File: src/rtl/lumen_pkg.sv
// Shared constants and the brightness correction curve.
// Assumes 8-bit brightness split into a 3-bit segment and a 5-bit mantissa.
package lumen_pkg;
    localparam int LVL_W = 8;
    localparam int SEG_W = 3;
    localparam int MAN_W = 5;
    localparam int MAG_W = MAN_W + 1 + (1 << SEG_W) - 1;
    localparam logic [LVL_W-1:0] LVL_MAX = '1;

    // Exponential-segment correction: the input is read as a float, then rescaled.
    function automatic logic [LVL_W-1:0] lum_curve(input logic [LVL_W-1:0] v);
        logic [MAG_W-1:0] mag;
        logic [LVL_W-1:0] res;
        mag = {{(MAG_W-MAN_W-1){1'b0}}, 1'b1, v[MAN_W-1:0]} << v[LVL_W-1:MAN_W];
        if (v == '0)
            res = '0;
        else if (v == LVL_MAX)
            res = LVL_MAX;
        else
            res = mag[MAN_W +: LVL_W] - LVL_W'(1);
        return res;
    endfunction
endpackage

File: src/rtl/lumen_tick.sv
// Prescaler: emits a one-clock step enable every DIV system clocks.
// Assumes DIV >= 1; when DIV is 1 the enable stays high.
module lumen_tick #(
    parameter int DIV = 2
) (
    input  logic clk,
    input  logic rst_n,
    output logic tick
);
    generate
        if (DIV == 1) begin : g_pass
            assign tick = 1'b1;
        end else begin : g_div
            localparam int DCW = $clog2(DIV);
            localparam logic [DCW-1:0] LAST = DCW'(DIV - 1);
            logic [DCW-1:0] dcnt;

            // Count system clocks within one step interval.
            always_ff @(posedge clk) begin
                if (!rst_n)
                    dcnt <= '0;
                else if (dcnt == LAST)
                    dcnt <= '0;
                else
                    dcnt <= dcnt + DCW'(1);
            end

            assign tick = (dcnt == LAST);


            tick_spacing_chk: assert property (@(posedge clk) disable iff (!rst_n)
                tick |=> !tick);
        end
    endgenerate
endmodule

File: src/rtl/lumen_phase.sv
// Shared PWM count: steps on each tick and flags the wrap into a new period.
// Assumes tick comes from the prescaler in the same clock domain.
module lumen_phase
    import lumen_pkg::*;
(
    input  logic             clk,
    input  logic             rst_n,
    input  logic             tick,
    output logic [LVL_W-1:0] cnt,
    output logic             wrap
);
    // Advance the period count once per tick.
    always_ff @(posedge clk) begin
        if (!rst_n)
            cnt <= '0;
        else if (tick)
            cnt <= cnt + LVL_W'(1);
    end

    assign wrap = tick && (cnt == LVL_MAX);


    count_hold_chk: assert property (@(posedge clk) disable iff (!rst_n)
        !tick |=> $stable(cnt));

    count_wrap_chk: assert property (@(posedge clk) disable iff (!rst_n)
        wrap |=> (cnt == '0));
endmodule

File: src/rtl/lumen_chan.sv
// One PWM channel: corrects the brightness, holds it for one period, compares.
// Assumes cnt and wrap come from the shared lumen_phase instance.
module lumen_chan
    import lumen_pkg::*;
(
    input  logic             clk,
    input  logic             rst_n,
    input  logic [LVL_W-1:0] level,
    input  logic [LVL_W-1:0] cnt,
    input  logic             wrap,
    output logic             pwm
);
    logic [LVL_W-1:0] corr;
    logic [LVL_W-1:0] duty_q;

    // Look up the corrected duty for the incoming brightness.
    always_comb corr = lum_curve(level);

    // Capture the corrected duty only at a period boundary.
    always_ff @(posedge clk) begin
        if (!rst_n)
            duty_q <= '0;
        else if (wrap)
            duty_q <= corr;
    end

    assign pwm = (duty_q == LVL_MAX) || (cnt < duty_q);


    duty_hold_chk: assert property (@(posedge clk) disable iff (!rst_n)
        !wrap |=> $stable(duty_q));

    dark_low_chk: assert property (@(posedge clk) disable iff (!rst_n)
        (duty_q == '0) |-> !pwm);

    full_high_chk: assert property (@(posedge clk) disable iff (!rst_n)
        (duty_q == LVL_MAX) |-> pwm);
endmodule

File: src/rtl/lumen_pwm_bank.sv
// Top: NCH independent log-corrected PWM outputs sharing one prescaled count.
// Assumes level_i packs channel i at bits [8i+7:8i]; synchronous active-low reset.
module lumen_pwm_bank
    import lumen_pkg::*;
#(
    parameter int NCH = 16,
    parameter int DIV = 2
) (
    input  logic                 clk,
    input  logic                 rst_n,
    input  logic [NCH*LVL_W-1:0] level_i,
    output logic [NCH-1:0]       pwm_o
);
    logic             tick;
    logic             wrap;
    logic [LVL_W-1:0] cnt;

    lumen_tick #(.DIV(DIV)) u_tick (
        .clk   (clk),
        .rst_n (rst_n),
        .tick  (tick)
    );

    lumen_phase u_phase (
        .clk   (clk),
        .rst_n (rst_n),
        .tick  (tick),
        .cnt   (cnt),
        .wrap  (wrap)
    );

    generate
        for (genvar i = 0; i < NCH; i++) begin : g_ch
            lumen_chan u_ch (
                .clk   (clk),
                .rst_n (rst_n),
                .level (level_i[i*LVL_W +: LVL_W]),
                .cnt   (cnt),
                .wrap  (wrap),
                .pwm   (pwm_o[i])
            );
        end
    endgenerate


    reset_dark_chk: assert property (@(posedge clk)
        !rst_n |=> (pwm_o == '0));
endmodule

File: config.mk
export PLATFORM = sky130hd
export DESIGN_NAME = lumen_pwm_bank
export DESIGN_NICKNAME = d
export VERILOG_FILES = /design/src/rtl/lumen_pkg.sv /design/src/rtl/lumen_tick.sv /design/src/rtl/lumen_phase.sv /design/src/rtl/lumen_chan.sv /design/src/rtl/lumen_pwm_bank.sv
export SDC_FILE = /design/constraint.sdc
export NUM_CORES = 1
export LEC_CHECK = 0
export BUFFER_PORTS_ARGS = -buffer_cell sky130_fd_sc_hd__buf_2
export CORE_UTILIZATION = 48
export CTS_CLUSTER_DIAMETER = 100
export DETAILED_ROUTE_END_ITERATION = 10
export PLACE_DENSITY = 0.67
export SYNTH_ARGS = -nofsm -noshare
export SYNTH_HDL_FRONTEND = slang
export SYNTH_SLANG_ARGS = --single-unit
File: constraint.sdc
create_clock -name clk -period 3.3 [get_ports clk]
set_clock_uncertainty 0.2 [all_clocks]
set_input_delay 0.33 -clock clk [delete_from_list [all_inputs] [get_ports clk]]
set_output_delay 0.33 -clock clk [all_outputs]
set_load 0.05 [all_outputs]
==> flow_metrics.tcl, run 1 <==
set metrics [dict create \
    start_kind "flop" \
    power_density_nw_per_um2 315 \
    rows 62 \
    rsz0062_at_grt "false" \
    clock-sinks 137 \
    antenna_found_initial 1 \
    cts-root-buf "clkbuf_16" \
    postSynth.asyncResetShare_pct 0 \
    syn_area_per_cell_sq_um 7.33 \
    synth_edf_count 0 \
    crit_type "flop to primary output" \
    ys_warn_count 0 \
    layout_min_cycle_time_ns 3.02 \
    grt-ovfl-total 0 \
    num_vias 14000 \
    wirelength_mm 36.8 \
    crit_chain "buf_4 > ha_1 > a21o_1 > a21oi_1 > o21ai_0 > a21oi_1 > buf_2" \
    synth-seq-area-share_pct 19.2 \
    ys_seq_elements 137 \
    maxSlewHeadroom_pct 31.6 \
    leakage_nw 6.32 \
    dp_hpwl_mm 26.5 \
    p_comb_share_pct 24.4 \
    grt_pass1_wl_mm 61.1 \
    yosysTopAreaCell "dfxtp_1" \
    die_x_um 174 \
    synthCells 1949 \
    hold_violations 0 \
    synthTopCellsByArea "dfxtp_1 (19%), ha_1 (11%), nand2_1 (5.4%), a21oi_1 (4.5%), mux2i_1 (4.1%)" \
    ctsResizeCount 0 \
    required_ns 2.77 \
    setup_tns_ns 0 \
    crit_slowest_cell "dfxtp_1" \
    syn_nets 2208 \
    drv_slew 0 \
    grt_pass1_vias 12800 \
    clkTransAtPathRegs_ns 0.06 \
    power_frac_seq_pct 33.6 \
    path_max_fanout 9 \
    setup_viol 0 \
    grt_usage_pct 23.8 \
    clock_power_share_pct 41.9 \
    yosys_most_used_dff "dfxtp_1" \
    fin_crit_sh_pct 91.4 \
    cp-end-kind "primary output" \
    clk_path_buf_depth 2 \
    clk_latency_ns 0.42 \
    worst_pin_slew_ns 1.03 \
    avgRoutedWirePerCell_um 15.3 \
    peakVddDrop_mv 0.338 \
    coreArea_sq_um 29000 \
    sw_frac_of_total_pct 30.2 \
    ctsHtreeMaxLevel 4 \
    drt-pass1-iter-count 5 \
    post_cts_buffers 0 \
    nets 2262 \
    grt_start_max_net_pins 65 \
    ant_nets 0 \
    numPortBuffers 145 \
    intPower_mw 3.45 \
    viasPerCell 5.83 \
    cp.arrival_ns 2.49 \
    fmax_mhz 332 \
    cts_tree "built" \
    initial_core_util_pct 49.2 \
    timing.hold.ws_ns 0.0944 \
    die_h_um 174 \
    switchingPower_mw 1.49 \
    status "complete, no violations" \
    ios 146 \
    drive_above_1_share_pct 11.4 \
    cts-buffers-inserted 17 \
    routabilityCongestion 0.870 \
    max_cap_viol_count 0 \
    crit_path_frequent_cell "a21oi_1" \
    hold_buffers 0 \
    syn_to_final_growth_pct 9.80 \
    hp-class "input port to flop" \
    synth.distinct_cells 82 \
    die_area_sq_um 30400 \
    drc_errors 0 \
    max_stage_delay_ns 0.57 \
    synth_top_area_share_pct 19.2 \
    syn_area_sq_um 14300 \
    drtIter0Drc 803 \
]
-- power by group through the flow --
stage / Combinational (mW) / Clock [mW] / Sequential, mW
3_3_place_gp: 1.18 / 0 / 1.70
4_1_cts: 1.20 / 2.10 / 1.66
3_5_place_dp: 1.19 / 0 / 1.70
5_1_grt: 1.34 / 2.17 / 1.66
6_report: 1.21 / 2.07 / 1.66
2_1_floorplan: 0.905 / 0 / 1.70
-- cell type report --
cell class	count	area, sq um
multi-input combinational	1528	10300
inverter	155	582
sequential	137	2740
tap	384	480
clock buffer	21	470
antenna	2	5.00
clock inverter	11	168
timing repair buffer	164	893
fill	2771	13300
-- cells in the mapped netlist (18+ instances only) --
cell,instances
buf_4,22
mux2i_1,59
nor2b_1,82
a21boi_0,24
o211ai_1,21
inv_1,155
xor2_1,27
a31oi_1,18
dfxtp_1,137
a22o_1,21
o22ai_1,21
nor2_1,122
clkbuf_1,56
nand4_1,51
xnor2_1,40
ha_1,129
nand2b_1,45
nand3_1,62
a21o_1,61
o21ai_0,110
a21oi_1,127
nand2_1,206
buf_2,45
-- layer usage --
| metal | part of all wire [%] | GRT usage [%] | vias up |
|---|---|---|---|
| li1 | - | - | 7143 |
| met1 | 47 | 31.6 | 6543 |
| met2 | 48 | 41.1 | 288 |
| met3 | 3.4 | 2.91 | 37 |
| met4 | 1.0 | 4.82 | 0 |
| met5 | 0 | 0 | - |
-- cell families after synthesis --
kind of cell | Yosys count | synth area share, %
and+or+nand+nor | 696 | 24.8
DFF | 137 | 19.2
muxes | 66 | 5.00
buffers and inverters | 284 | 8.49
adders and majority gates | 129 | 11.3
AOI/OAI and AO/OA | 570 | 27.1
xor gates and xnor gates | 67 | 4.11
-- path summary, 6_finish.rpt --
path,to,cells past startpoint,slack [ns],startpoint
max,pwm_o[15],7,0.28,u_phase.cnt[5]$_SDFFE_PN0P_
min,g_ch[8].u_ch.duty_q[2]$_SDFFE_PN0P_,3,0.09,level_i[68]
max reg2reg,g_ch[3].u_ch.duty_q[2]$_SDFFE_PN0P_,5,0.77,u_phase.cnt[4]$_SDFFE_PN0P_
min reg2reg,g_ch[9].u_ch.duty_q[7]$_SDFFE_PN0P_,2,0.26,g_ch[9].u_ch.duty_q[7]$_SDFFE_PN0P_
-- critical path: cells and delay by family (launching register included) --
kind,cells,cell delay (ns)
AO/OA/AOI/OAI,4,0.65
adder cells (fa/ha/maj),1,0.26
buffers and inverters,2,0.59
flip-flops,1,0.57
-- through the flow --
stage               util [%]  area [sq um]  power (mW)  cells  setup WS (ns)
floorplan                  -         14300        2.60   1949          0.762
global placement        51.8         15000        2.87   2368          0.623
detailed placement      51.8         15000        2.89   2368          0.575
CTS                     54.0         15700        4.96   2400          0.246
global route            54.0         15700        5.16   2401          0.114
finish                  54.1         15700        4.94   2402          0.285
-- registers in the layout (all words and copies together), names as in the netlist --
register	count
g_ch.u_ch.duty_q	128
u_phase.cnt	8
u_tick.tick	1
-- placed cells by master (no fill, tap or decap), types with 12 or more instances in the layout --
cell type,instances
dfxtp_1,137
a22oi_1,17
a31oi_1,18
inv_1,155
a21o_1,61
o2bb2ai_1,15
nand2b_1,45
nor2_1,122
nor4_1,16
xnor2_1,40
a21boi_0,24
nor3_1,16
nand2_1,206
and2_1,13
buf_4,17
nand4_1,51
clkbuf_16,17
ha_1,129
mux2i_1,59
buf_2,145
o22ai_1,21
o21ai_0,110
nand3b_1,12
a22o_1,21
a21oi_1,127
xor2_1,27
nand3_1,61
o211ai_1,21
nor2b_1,82
(Power assumes the default switching activity.)
==> run 2, diff against run 1 <==
--- a/config.mk
+++ b/config.mk
@@ -6,10 +6,9 @@
 export NUM_CORES = 1
 export LEC_CHECK = 0
 export BUFFER_PORTS_ARGS = -buffer_cell sky130_fd_sc_hd__buf_2
-export CORE_UTILIZATION = 48
+export CORE_UTILIZATION = 40
 export CTS_CLUSTER_DIAMETER = 100
 export DETAILED_ROUTE_END_ITERATION = 10
-export PLACE_DENSITY = 0.67
 export SYNTH_ARGS = -nofsm -noshare
 export SYNTH_HDL_FRONTEND = slang
 export SYNTH_SLANG_ARGS = --single-unit
==> flow_metrics.tcl, run 2 (synthesized netlist as in run 1, its figures left out) <==
set metrics [dict create \
    filler_cell_count 3521 \
    power_density_nw_per_um2 299 \
    viasPerCell 5.65 \
    numPortBuffers 145 \
    cts-root-buf "clkbuf_16" \
    die_area_sq_um 36500 \
    drtIter0Drc 797 \
    timing.rr.end "g_ch[6].u_ch.duty_q[6]$_SDFFE_PN0P_" \
    p_comb_share_pct 25.7 \
    fin_util_pct 45.2 \
    crit_type "flop to primary output" \
    setup_viol 0 \
    largest_reg_flops 128 \
    num_vias 14000 \
    grt_pass1_wl_mm 62.3 \
    setup_tns_ns 0 \
    routabilityCongestion 0.871 \
    grt_start_max_net_pins 61 \
    antenna_found_initial 4 \
    coreArea_sq_um 34800 \
    ios 146 \
    max_cap_viol_count 0 \
    rr_startpoint "u_phase.cnt[0]$_SDFFE_PN0P_" \
    cts-buffers-inserted 17 \
    status "complete, no violations" \
    rrSetupSlack_ns 0.61 \
    grt-ovfl-total 0 \
    globalRouteMet2Util_pct 34.1 \
    clock-sinks 137 \
    rows 68 \
    hold-path-endpoint "g_ch[8].u_ch.duty_q[2]$_SDFFE_PN0P_" \
    intPower_mw 3.18 \
    wirelength_mm 37.9 \
    fmax_mhz 320 \
    syn_to_final_growth_pct 10.0 \
    timing.hold.ws_ns 0.0957 \
    clkTransAtPathRegs_ns 0.06 \
    layout_min_cycle_time_ns 3.13 \
    start_kind "flop" \
    rsz0062_at_grt "false" \
    hold_violations 0 \
    required_ns 2.77 \
    cts_tree "built" \
    min_path_cells 3 \
    cp-end-kind "primary output" \
    hold_buffers 0 \
    layout_commonest_cell "nand2_1" \
    die_h_um 191 \
    final_cell_mix "nand2_1 (206), inv_1 (155), buf_2 (143)" \
    die_x_um 191 \
    avgRoutedWirePerCell_um 15.3 \
    max_flop_register "g_ch.u_ch.duty_q" \
    initial_core_util_pct 41.0 \
    nets 2262 \
    busiest_layer "met2" \
    switchingPower_mw 1.51 \
    grtUsageMet1_pct 28.0 \
    clock_power_share_pct 38.8 \
    drt-pass1-iter-count 5 \
    hp-start "level_i[68]" \
    grt_usage_pct 20.6 \
    drive_above_1_share_pct 11.5 \
    cp.arrival_ns 2.60 \
    dp_hpwl_mm 28.3 \
    clk_path_buf_depth 2 \
    drc_errors 0 \
    leakage_nw 6.27 \
    worst_pin_slew_ns 0.697 \
    grt_pass1_vias 12700 \
    clk_latency_ns 0.42 \
    grt_use_met3_pct 2.07 \
    ctsHtreeMaxLevel 4 \
    maxSlewHeadroom_pct 53.5 \
    power_frac_seq_pct 35.5 \
    sw_frac_of_total_pct 32.2 \
    path_max_fanout 11 \
    fin_crit_sh_pct 94.7 \
    drv_slew 0 \
    peakVddDrop_mv 0.347 \
    reg2regPathDepth 7 \
    ant_nets 0 \
    hp-class "input port to flop" \
]
==> run 2: routing by layer <==
layer	wire [um]	vias up
met3	1050	34
met1	18500	6551
met4	528	0
met5	0	-
met2	17800	233
li1	-	7163
==> run 2: final cells by class <==
type	instances	area (sq um)	share of cell area, %
antenna	4	10.0	0.0637
multi-input combinational	1528	10300	65.8
clock inverter	14	126	0.804
sequential	137	2740	17.5
tap	455	569	3.62
clock buffer	18	439	2.80
inverter	155	582	3.70
timing repair buffer	164	898	5.72
==> run 2: power by group through the flow <==
stage	Combinational, mW	Clock [mW]	Sequential (mW)
after detailed placement	1.19	0	1.70
after CTS	1.20	1.86	1.66
after global placement	1.19	0	1.70
final	1.21	1.82	1.66
after floorplan	0.905	0	1.70
after global routing	1.34	1.93	1.66
==> run 2: timing repair <==
item / CTS / global route
resized for setup: 0 / 1
setup buffers: 0 / 0
setup endpoints to repair: 0 / 1
==> run 2: critical path, stage by stage, from the launching register on <==
cell and delay, ns:
dfxtp_1 0.67, buf_12 0.23, ha_1 0.25, a21o_1 0.18, a21oi_1 0.13, o21ai_0 0.10, a21oi_1 0.41, buf_12 0.20
==> run 2: metrics by stage <==
| stage | area (sq um) | std cells | power (mW) | worst slack, ns |
|---|---|---|---|---|
| after floorplan | 14300 | 1949 | 2.60 | 0.762 |
| final | 15700 | 2475 | 4.69 | 0.174 |
| after global routing | 15700 | 2475 | 4.94 | 0.0127 |
| after detailed placement | 15100 | 2439 | 2.89 | 0.602 |
| after CTS | 15700 | 2471 | 4.72 | 0.169 |
| after global placement | 15100 | 2439 | 2.89 | 0.608 |
==> run 2: worst max path at each step <==
stage / endpoint / slack, ns / from / cells after the start
2_1_floorplan: g_ch[15].u_ch.duty_q[6]$_SDFFE_PN0P_ / 0.76 / level_i[125] / 11
3_3_place_gp: g_ch[15].u_ch.duty_q[6]$_SDFFE_PN0P_ / 0.61 / level_i[125] / 10
3_5_place_dp: g_ch[2].u_ch.duty_q[6]$_SDFFE_PN0P_ / 0.60 / level_i[22] / 9
4_1_cts: pwm_o[9] / 0.17 / u_phase.cnt[5]$_SDFFE_PN0P_ / 7
5_1_grt: pwm_o[14] / 0.01 / u_phase.cnt[1]$_SDFFE_PN0P_ / 8
6_report: pwm_o[9] / 0.17 / u_phase.cnt[5]$_SDFFE_PN0P_ / 7
